<file path="src/rtl/dbgp_pkg.sv">
package dbgp_pkg;

  typedef enum logic [1:0] {
    RX_IDLE = 2'd0,
    RX_CTRL = 2'd1,
    RX_LEN  = 2'd2,
    RX_DATA = 2'd3
  } rx_state_e;

  typedef enum logic [1:0] {
    KIND_INJECT = 2'd0,
    KIND_BKPT   = 2'd1,
    KIND_BAD    = 2'd2
  } frame_kind_e;

  // index of the last payload bit for a given length bit
  function automatic int unsigned payload_last(input logic len_bit,
                                               input int unsigned long_w,
                                               input int unsigned short_w);
    return len_bit ? long_w - 1 : short_w - 1;
  endfunction

  // control 0 + long = opcode, control 1 + short = breakpoint, else bad
  function automatic frame_kind_e frame_kind(input logic ctrl_bit, input logic len_bit);
    if (!ctrl_bit && len_bit) return KIND_INJECT;
    if (ctrl_bit && !len_bit) return KIND_BKPT;
    return KIND_BAD;
  endfunction

endpackage

</file>
<file path="src/rtl/dbgp_sync.sv">
module dbgp_sync #(
  parameter int            STAGES  = 2,
  parameter int            W       = 1,
  parameter logic [W-1:0]  RST_VAL = '0
) (
  input  logic         clk,
  input  logic         rst,
  input  logic [W-1:0] d,
  output logic [W-1:0] q
);
  logic [W-1:0] pipe [STAGES];

  generate
    for (genvar s = 0; s < STAGES; s++) begin : g_stage
      if (s == 0) begin : g_first
        always_ff @(posedge clk) begin
          if (rst) pipe[0] <= RST_VAL;
          else     pipe[0] <= d;
        end
      end else begin : g_next
        always_ff @(posedge clk) begin
          if (rst) pipe[s] <= RST_VAL;
          else     pipe[s] <= pipe[s-1];
        end
      end
    end
  endgenerate

  assign q = pipe[STAGES-1];
endmodule

</file>
<file path="src/rtl/dbgp_frame_rx.sv">
module dbgp_frame_rx
  import dbgp_pkg::*;
#(
  parameter int LONG_W  = 32,
  parameter int SHORT_W = 7,
  parameter int CNT_W   = 6
) (
  input  logic              clk,
  input  logic              rst,
  input  logic              rise,
  input  logic              din,
  output logic              start_evt,
  output logic              hdr_evt,
  output logic              frame_done,
  output logic              in_frame,
  output logic              rx_ctrl,
  output logic              rx_len,
  output logic [LONG_W-1:0] rx_word
);
  rx_state_e         state;
  logic [CNT_W-1:0]  cnt;
  logic [CNT_W-1:0]  last_idx;
  logic [LONG_W-1:0] word_q;

  assign last_idx   = CNT_W'(payload_last(rx_len, LONG_W, SHORT_W));
  assign start_evt  = rise && (state == RX_IDLE) && !din;
  assign hdr_evt    = rise && (state == RX_LEN);
  assign frame_done = rise && (state == RX_DATA) && (cnt == last_idx);
  assign in_frame   = (state != RX_IDLE);
  // completed word including the bit being sampled now
  assign rx_word    = {word_q[LONG_W-2:0], din};

  always_ff @(posedge clk) begin
    if (rst) begin
      state   <= RX_IDLE;
      cnt     <= '0;
      rx_ctrl <= 1'b0;
      rx_len  <= 1'b0;
      word_q  <= '0;
    end else if (rise) begin
      unique case (state)
        RX_IDLE: if (!din) begin
          state  <= RX_CTRL;
          word_q <= '0;
        end
        RX_CTRL: begin
          rx_ctrl <= din;
          state   <= RX_LEN;
        end
        RX_LEN: begin
          rx_len <= din;
          cnt    <= '0;
          state  <= RX_DATA;
        end
        RX_DATA: begin
          word_q <= rx_word;
          if (cnt == last_idx) begin
            state <= RX_IDLE;
            cnt   <= '0;
          end else begin
            cnt <= cnt + 1'b1;
          end
        end
        default: state <= RX_IDLE;
      endcase
    end
  end
endmodule

</file>
<file path="src/rtl/dbgp_tx_shift.sv">
module dbgp_tx_shift #(
  parameter int LONG_W = 32
) (
  input  logic              clk,
  input  logic              rst,
  input  logic              fall,
  input  logic              load,
  input  logic [LONG_W-1:0] data,
  input  logic              clear,
  output logic              dout
);
  logic [LONG_W-1:0] sreg;
  logic              active;

  always_ff @(posedge clk) begin
    if (rst) begin
      sreg   <= '0;
      active <= 1'b0;
      dout   <= 1'b1;
    end else if (clear) begin
      active <= 1'b0;
      dout   <= 1'b1;
    end else if (load) begin
      sreg   <= data;
      active <= 1'b1;
    end else if (fall && active) begin
      dout <= sreg[LONG_W-1];
      sreg <= {sreg[LONG_W-2:0], 1'b0};
    end
  end
endmodule

</file>
<file path="src/rtl/dbg_frame_port.sv">
module dbg_frame_port
  import dbgp_pkg::*;
#(
  parameter int LONG_W      = 32,
  parameter int SHORT_W     = 7,
  parameter int SYNC_STAGES = 2
) (
  input  logic              clk,
  input  logic              rst,
  input  logic              sck,
  input  logic              din,
  output logic              dout,
  input  logic              core_in_debug,
  input  logic              core_done,
  input  logic [LONG_W-1:0] core_data,
  output logic [LONG_W-1:0] inject_opcode,
  output logic              inject_valid,
  output logic [SHORT_W-1:0] bkpt_ctrl,
  output logic              busy,
  output logic              frame_err
);
  localparam int CNT_W = $clog2(LONG_W + 1);

  logic [1:0] lines_s;
  logic       sck_s, din_s, sck_q;
  logic       rise, fall;

  dbgp_sync #(.STAGES(SYNC_STAGES), .W(2), .RST_VAL(2'b01)) u_sync (
    .clk(clk), .rst(rst), .d({sck, din}), .q(lines_s)
  );
  assign sck_s = lines_s[1];
  assign din_s = lines_s[0];

  always_ff @(posedge clk) begin
    if (rst) sck_q <= 1'b0;
    else     sck_q <= sck_s;
  end
  assign rise = sck_s && !sck_q;
  assign fall = !sck_s && sck_q;

  logic              start_evt, hdr_evt, frame_done, in_frame;
  logic              rx_ctrl, rx_len;
  logic [LONG_W-1:0] rx_word;

  dbgp_frame_rx #(.LONG_W(LONG_W), .SHORT_W(SHORT_W), .CNT_W(CNT_W)) u_rx (
    .clk(clk), .rst(rst), .rise(rise), .din(din_s),
    .start_evt(start_evt), .hdr_evt(hdr_evt), .frame_done(frame_done),
    .in_frame(in_frame), .rx_ctrl(rx_ctrl), .rx_len(rx_len), .rx_word(rx_word)
  );

  // named events for the checker
  logic        waiting, frame_ignored;
  frame_kind_e kind;
  logic        act_done, inject_go, inject_refused, bkpt_upd, bad_combo, tx_load;

  assign kind           = frame_kind(rx_ctrl, rx_len);
  assign act_done       = frame_done && !frame_ignored;
  assign inject_go      = act_done && (kind == KIND_INJECT) && core_in_debug;
  assign inject_refused = act_done && (kind == KIND_INJECT) && !core_in_debug;
  assign bkpt_upd       = act_done && (kind == KIND_BKPT);
  assign bad_combo      = act_done && (kind == KIND_BAD);
  assign tx_load        = hdr_evt && din_s && !frame_ignored;

  dbgp_tx_shift #(.LONG_W(LONG_W)) u_tx (
    .clk(clk), .rst(rst), .fall(fall), .load(tx_load), .data(core_data),
    .clear(frame_done), .dout(dout)
  );

  always_ff @(posedge clk) begin
    if (rst) begin
      waiting       <= 1'b0;
      frame_ignored <= 1'b0;
      frame_err     <= 1'b0;
      bkpt_ctrl     <= '0;
      inject_valid  <= 1'b0;
      inject_opcode <= '0;
    end else begin
      inject_valid <= 1'b0;
      if (waiting && core_done) waiting <= 1'b0;
      if (start_evt) begin
        frame_ignored <= waiting;
        if (waiting) frame_err <= 1'b1;
      end
      if (inject_go) begin
        inject_opcode <= rx_word;
        inject_valid  <= 1'b1;
        waiting       <= 1'b1;
      end
      if (bkpt_upd) bkpt_ctrl <= rx_word[SHORT_W-1:0];
      if (inject_refused || bad_combo) frame_err <= 1'b1;
    end
  end

  assign busy = in_frame || waiting;
endmodule

</file>
<file path="config.mk">
export PLATFORM = sky130hd
export DESIGN_NAME = dbg_frame_port
export DESIGN_NICKNAME = d
export VERILOG_FILES = /design/src/rtl/dbgp_pkg.sv /design/src/rtl/dbgp_sync.sv /design/src/rtl/dbgp_frame_rx.sv /design/src/rtl/dbgp_tx_shift.sv /design/src/rtl/dbg_frame_port.sv
export SDC_FILE = /design/constraint.sdc
export NUM_CORES = 1
export LEC_CHECK = 0
export BUFFER_PORTS_ARGS = -buffer_cell sky130_fd_sc_hd__buf_2
export CORE_UTILIZATION = 50
export CTS_CLUSTER_DIAMETER = 100
export DETAILED_ROUTE_END_ITERATION = 10
export PLACE_DENSITY = 0.72
export SYNTH_ARGS = -nofsm -noshare
export SYNTH_HDL_FRONTEND = slang
export SYNTH_SLANG_ARGS = --single-unit
</file>
<file path="constraint.sdc">
create_clock -name clk -period 4.55 [get_ports clk]
set_input_delay 0 -clock clk [delete_from_list [all_inputs] [get_ports clk]]
set_output_delay 0 -clock clk [all_outputs]
set_load 0.1 [all_outputs]
</file>
* Word level (Yosys, flattened, before mapping) *
Memory sizes are Yosys's and may differ from the RTL's.
Index checks and enable logic that the tools add are counted.

word-level totals
  bits in registers = 119
  memory bits (writable) = 4
  logic and storage cells = 103
  memories kept = 1

memories
  memory       depth  width  rd ports  clocked after Yosys merged registers in  write ports  line             source
  u_sync.pipe  2      2      2         0                                        2            dbgp_sync.sv:11  logic [W-1:0] pipe [STAGES];

operators by class
  add/subtract/negate cells = 1
  equal/unequal tests = 8
  mux-type cells = 28
  bitwise logic cells = 4
  reductions and logical operators = 46

operators by type and width
  kind                 number
  $mux 32              2
  $pmux 31 s2          1
  $mux 31              1
  $logic_and 1x1->1    19
  $mux 2               8
  $reduce_bool 2->1    7
  $mux 1               12
  $pmux 6 s2           1
  $reduce_and 2->1     6
  $pmux 2 s4           1
  $logic_not 1->1      7
  $add 6x1->6 const B  1
  $eq 2x2->1 const B   3
  $eq 6x6->1           1
  $mux 6               1
  $reduce_and 3->1     2
  $mux 5               1
  $eq 2x1->1 const B   2
  $logic_not 2->1      2
  $ne 2x2->1 const B   2
  $logic_or 1x1->1     2
  $not 1->1            2
  $or 1x1->1           2
  $reduce_or 2->1      1

* Longest topological paths before layout *
  word-level depth = 12
  depth in mapped cells = 8

* Modules after synthesis *
A second synthesis with hierarchy kept.

second synthesis, totals
  cell total of the unflattened synthesis = 572
  area total of the unflattened synthesis = 5,186.2 µm²

modules (own cells, without submodules)
  module          instances  cells each  area an instance (µm²)  sequential area each (µm²)
  dbgp_tx_shift   1          189         1,720.4                 680.7
  dbg_frame_port  1          198         1,689.1                 880.8
  dbgp_frame_rx   1          177         1,671.6                 820.8
  dbgp_sync       1          8           105.1                   80.1

* Worst setup path after synthesis *
No wires, ideal clock.

  path type = flip-flop to flip-flop
  start point = register u_rx.cnt[0]
  end point = register bkpt_ctrl[0]
  data arrival time = 1,794 ps
  data required time = 4,422 ps
  setup slack = 2,628 ps
  cell stages (with the launch flop) = 5
  buffers on the path = 0
  cells stage by stage = dfxtp_1 -> or4_4 -> a2111oi_4 -> mux2i_1 -> nor2_1

between the ends
  longest elaborated chain between the ends = 4

RTL lines
  element                 line                  source
  from (decl)             dbgp_frame_rx.sv:21   logic [CNT_W-1:0] cnt;
  from (signal assigned)  dbgp_frame_rx.sv:61   cnt <= cnt + 1'b1;
  $eq 6x6->1              dbgp_frame_rx.sv:28   assign frame_done = rise && (state == RX_DATA) && (cnt == last_idx);
  $logic_and 1x1->1       dbgp_frame_rx.sv:28
  $logic_and 1x1->1       dbg_frame_port.sv:57  assign act_done = frame_done && !frame_ignored;
  $logic_and 1x1->1       dbg_frame_port.sv:60  assign bkpt_upd = act_done && (kind == KIND_BKPT);
  to (signal assigned)    dbg_frame_port.sv:89  if (bkpt_upd) bkpt_ctrl <= rx_word[SHORT_W-1:0];
  to (decl)               dbg_frame_port.sv:18  output logic [SHORT_W-1:0] bkpt_ctrl,

Every way passes these cells.
A chain may end at the register's enable or synchronous reset.

==> flow_summary.yaml <==
critical_path:
  crit_path_max_incr_delay_ps: 970
  slowest_stage: "nand3_1"
  cpMostUsedCell: "nand3_1"
  path_max_fanout: 31
  reg2reg_from: "u_sync.pipe[1][1]"
  crit_required_ps: 4920
  worst_r2r_path_depth: 4
  crit_chain: "nor2b_1 -> nand3_1 -> nand3_1 -> a21oi_1"
  critPathArrivalTime_ps: 2900
  r2r-end: "u_rx.word_q[26]"
  crit_type: "reg -> reg"
  startpoint_type: "flip-flop"
  rrSetupSlack_ps: 2030
  end_kind: "flip-flop"
floorplan:
  initial_utilization: 0.526
  rows: 35
  core_area_um2: 9420
  dieArea_um2: 10300
  io-pin-count: 81
  die_h_um: 102
  dieWidth_um: 102
placement:
  routabilityCongestion: 0.793
  hpwlAfterDp_um: 6800
  io_buffers: 80
cells_and_area:
  area_growth_pct: 27.2
  multi_input_area_um2: 2310
  regArea_um2: 2460
  fin_nets: 706
  drive_gt1_frac: 0.187
  n_antenna_cell: 0
  fillers: 764
pwr:
  powerDensity_nw_per_um2: 381
  p_leak_uw: 0.00249
  swShare: 0.230
  clockPowerShare: 0.521
  intPower_uw: 1850
  irDropWorstVdd_mv: 0.244
  sequentialPowerShare: 0.450
  total_power_uw: 2400
  power.switching_uw: 553
  p_comb_frac: 0.029
sta:
  clock_skew_ps: 9.79
  hold_viol_final: 0
  rsz0062_at_grt: "false"
  period_minus_slack_ps: 2520
  max-slew-margin-rel: 0.135
  drv_slew: 0
  setup_violations: 0
  timing.fmax_mhz: 396
  worstMarginPinSlew_ps: 1290
  finalCritPeriodShare: 0.555
  fin_tns_setup_ps: 0
hold_path:
  hold_start: "rst"
  min_path_cells: 2
  hold_path_class: "in -> reg"
  hold-path-endpoint: "u_rx.cnt[0]"
synth:
  synthMuxAreaShare: 0.0828
  syn_area_um2: 4950
  synth_edf_count: 0
  yosysWarnings: 0
  synthCells: 568
  ys_seq_area_frac: 0.497
  synth-adder-area-share: 0.0177
  synth-main-ff-cell: "dfxtp_1"
  synth_top_area_frac: 0.497
  avgSynthCellArea_um2: 8.72
  synth-seq-cells: 123
  synth_xor_area_frac: 0.00707
  synthDistinctLibCells: 37
  synth_top_area_cell: "dfxtp_1"
  synth_nets: 613
  async_reset_ff_frac: 0
  yosysMostFrequentCell: "dfxtp_1"
  yosys-top-cells-area: "dfxtp_1 50%, a21oi_1 11%, mux2i_1 8.3%"
  yosys-top-cells-count: "123 x dfxtp_1, 107 x a21oi_1, 104 x nand2_1"
  synth_top_family_by_area: "compound AO/OA/AOI/OAI gates"
  synth_compound_area_frac: 0.180
  synthSimpleGateAreaFrac: 0.176
routing:
  via_count: 4362
  drt_iter0_drc: 191
  first_pass_iters: 4
  viasPerCell: 5.43
  drc_errors: 0
  routedWlPerCell_um: 14.5
  ant_nets: 0
  routed_wl_um: 11700
clocking:
  cts_buffer_depth: 2
  clkSinkCount: 123
  clk_pin_slew_worst_paths_ps: 60
  cts_root_buf: "clkbuf_8"
  cts_inserted_buffers: 17
  cts_setup_buffers: 0
  htree_levels: 4
  clock_latency_ps: 520
  cts_tree: "built"
grt:
  grt_pass1_wl_um: 19100
  grt_use_total: 0.237
  grt_max_degree: 73
  grt_overflow: 0
  grt_pass1_vias: 4165
  grt_antenna_before_repair: 0
status:
  status: "finished clean"
flow_run:
  drv_cap: 0
==> how the worst max path moves through the flow <==
stage                 startpoint               to  slack (ps)  depth (start not counted)
2_1_floorplan        u_rx.cnt[0]     bkpt_ctrl[0]        2630                          4
3_3_place_gp   u_sync.pipe[1][1]   u_rx.word_q[9]        2180                          4
3_5_place_dp   u_sync.pipe[1][1]  u_rx.word_q[27]        2040                          4
4_1_cts        u_sync.pipe[1][1]  u_rx.word_q[26]        2010                          4
5_1_grt        u_sync.pipe[1][1]  u_rx.word_q[28]        1780                          4
6_report       u_sync.pipe[1][1]  u_rx.word_q[26]        2030                          4
==> cell usage in the layout, fill, tap and decap left out, drive strengths merged, types with 2 or more instances in the layout <==
master       netlist  routed
nand2            104     104
a21oi            107     107
a211oi            32      32
nand2b             7       7
dfxtp            123     123
inv                6      11
nand3             33      33
ha                 7       7
nor3               6       6
or3                2       2
nor4               3       3
clkbuf            33      17
or2                2       2
clkinvlp           0       4
a31oi              2       2
dlygate4sd3        0      36
nor2b              4       4
nor2              14      14
mux2i             41      41
xnor2              3       3
nand4              3       3
and3b              3       3
nand3b             4       4
buf               13      84
o21ai              2       2
clkinv             0       5
a21bo              2       2
==> state kept, by name, summed over array words and instances, names as in the netlist <==
| name | count |
|---|---|
| bkpt_ctrl | 7 |
| frame_err | 1 |
| frame_ignored | 1 |
| inject_opcode | 32 |
| inject_valid | 1 |
| sck_q | 1 |
| u_rx.cnt | 6 |
| u_rx.rx_ctrl | 1 |
| u_rx.rx_len | 1 |
| u_rx.state | 2 |
| u_rx.word_q | 31 |
| u_sync.pipe | 4 |
| u_tx.active | 1 |
| u_tx.dout | 1 |
| u_tx.sreg | 32 |
| waiting | 1 |
==> metal layers <==
layer,GRT usage,part of all wire
met5,0,0
met4,0.0925,0.015
met3,0.0642,0.040
met2,0.414,0.51
met1,0.275,0.43
==> power by group through the flow <==
stage	Clock, µW	Sequential (µW)	Combinational (µW)
after floorplan	0	1100	24.5
after global placement	0	1100	43.2
after detailed placement	0	1100	43.8
after CTS	1260	1080	67.0
after global routing	1310	1080	73.9
final	1250	1080	68.9
==> stage by stage <==
stage | instance area [µm²] | hold slack [ps] | cells | worst slack (ps) | utilization
5_1_grt | 6300 | 43.3 | 803 | 1780 | 0.669
3_5_place_dp | 5390 | 198 | 735 | 2040 | 0.572
2_1_floorplan | 4950 | 104 | 568 | 2630 | -
3_3_place_gp | 5390 | 194 | 735 | 2180 | 0.572
4_1_cts | 6300 | 15.0 | 803 | 2010 | 0.669
6_report | 6300 | 22.6 | 803 | 2030 | 0.669
==> cell families (layout without fill, tap and decap cells) <==
| group | count (synthesis) | count (layout) |
|---|---|---|
| flops | 123 | 123 |
| simple gates | 190 | 190 |
| buf+inv | 52 | 158 |
| xor+xnor | 4 | 4 |
| compound gates | 151 | 151 |
| fa+ha+maj | 7 | 7 |
| mux | 41 | 41 |
==> repair_timing <==
item,in CTS,in global routing
hold buffers,36,0
hold endpoints to repair,36,0
resized for setup,0,0
==> worst max-delay path, delay by kind of cell (launching register included) <==
| kind | cells | cell delay, ps |
|---|---|---|
| compound gates | 1 | 100 |
| flops | 1 | 410 |
| simple gates | 3 | 1860 |
==> area by class of cell <==
type,count,area share
timing repair buffer,120,0.126
sequential,123,0.391
tap,129,0.0256
inverter,6,0.00357
clock buffer,17,0.0657
clock inverter,15,0.0222
multi-input combinational,393,0.366
Note: power is estimated with default switching activity, not from simulation.
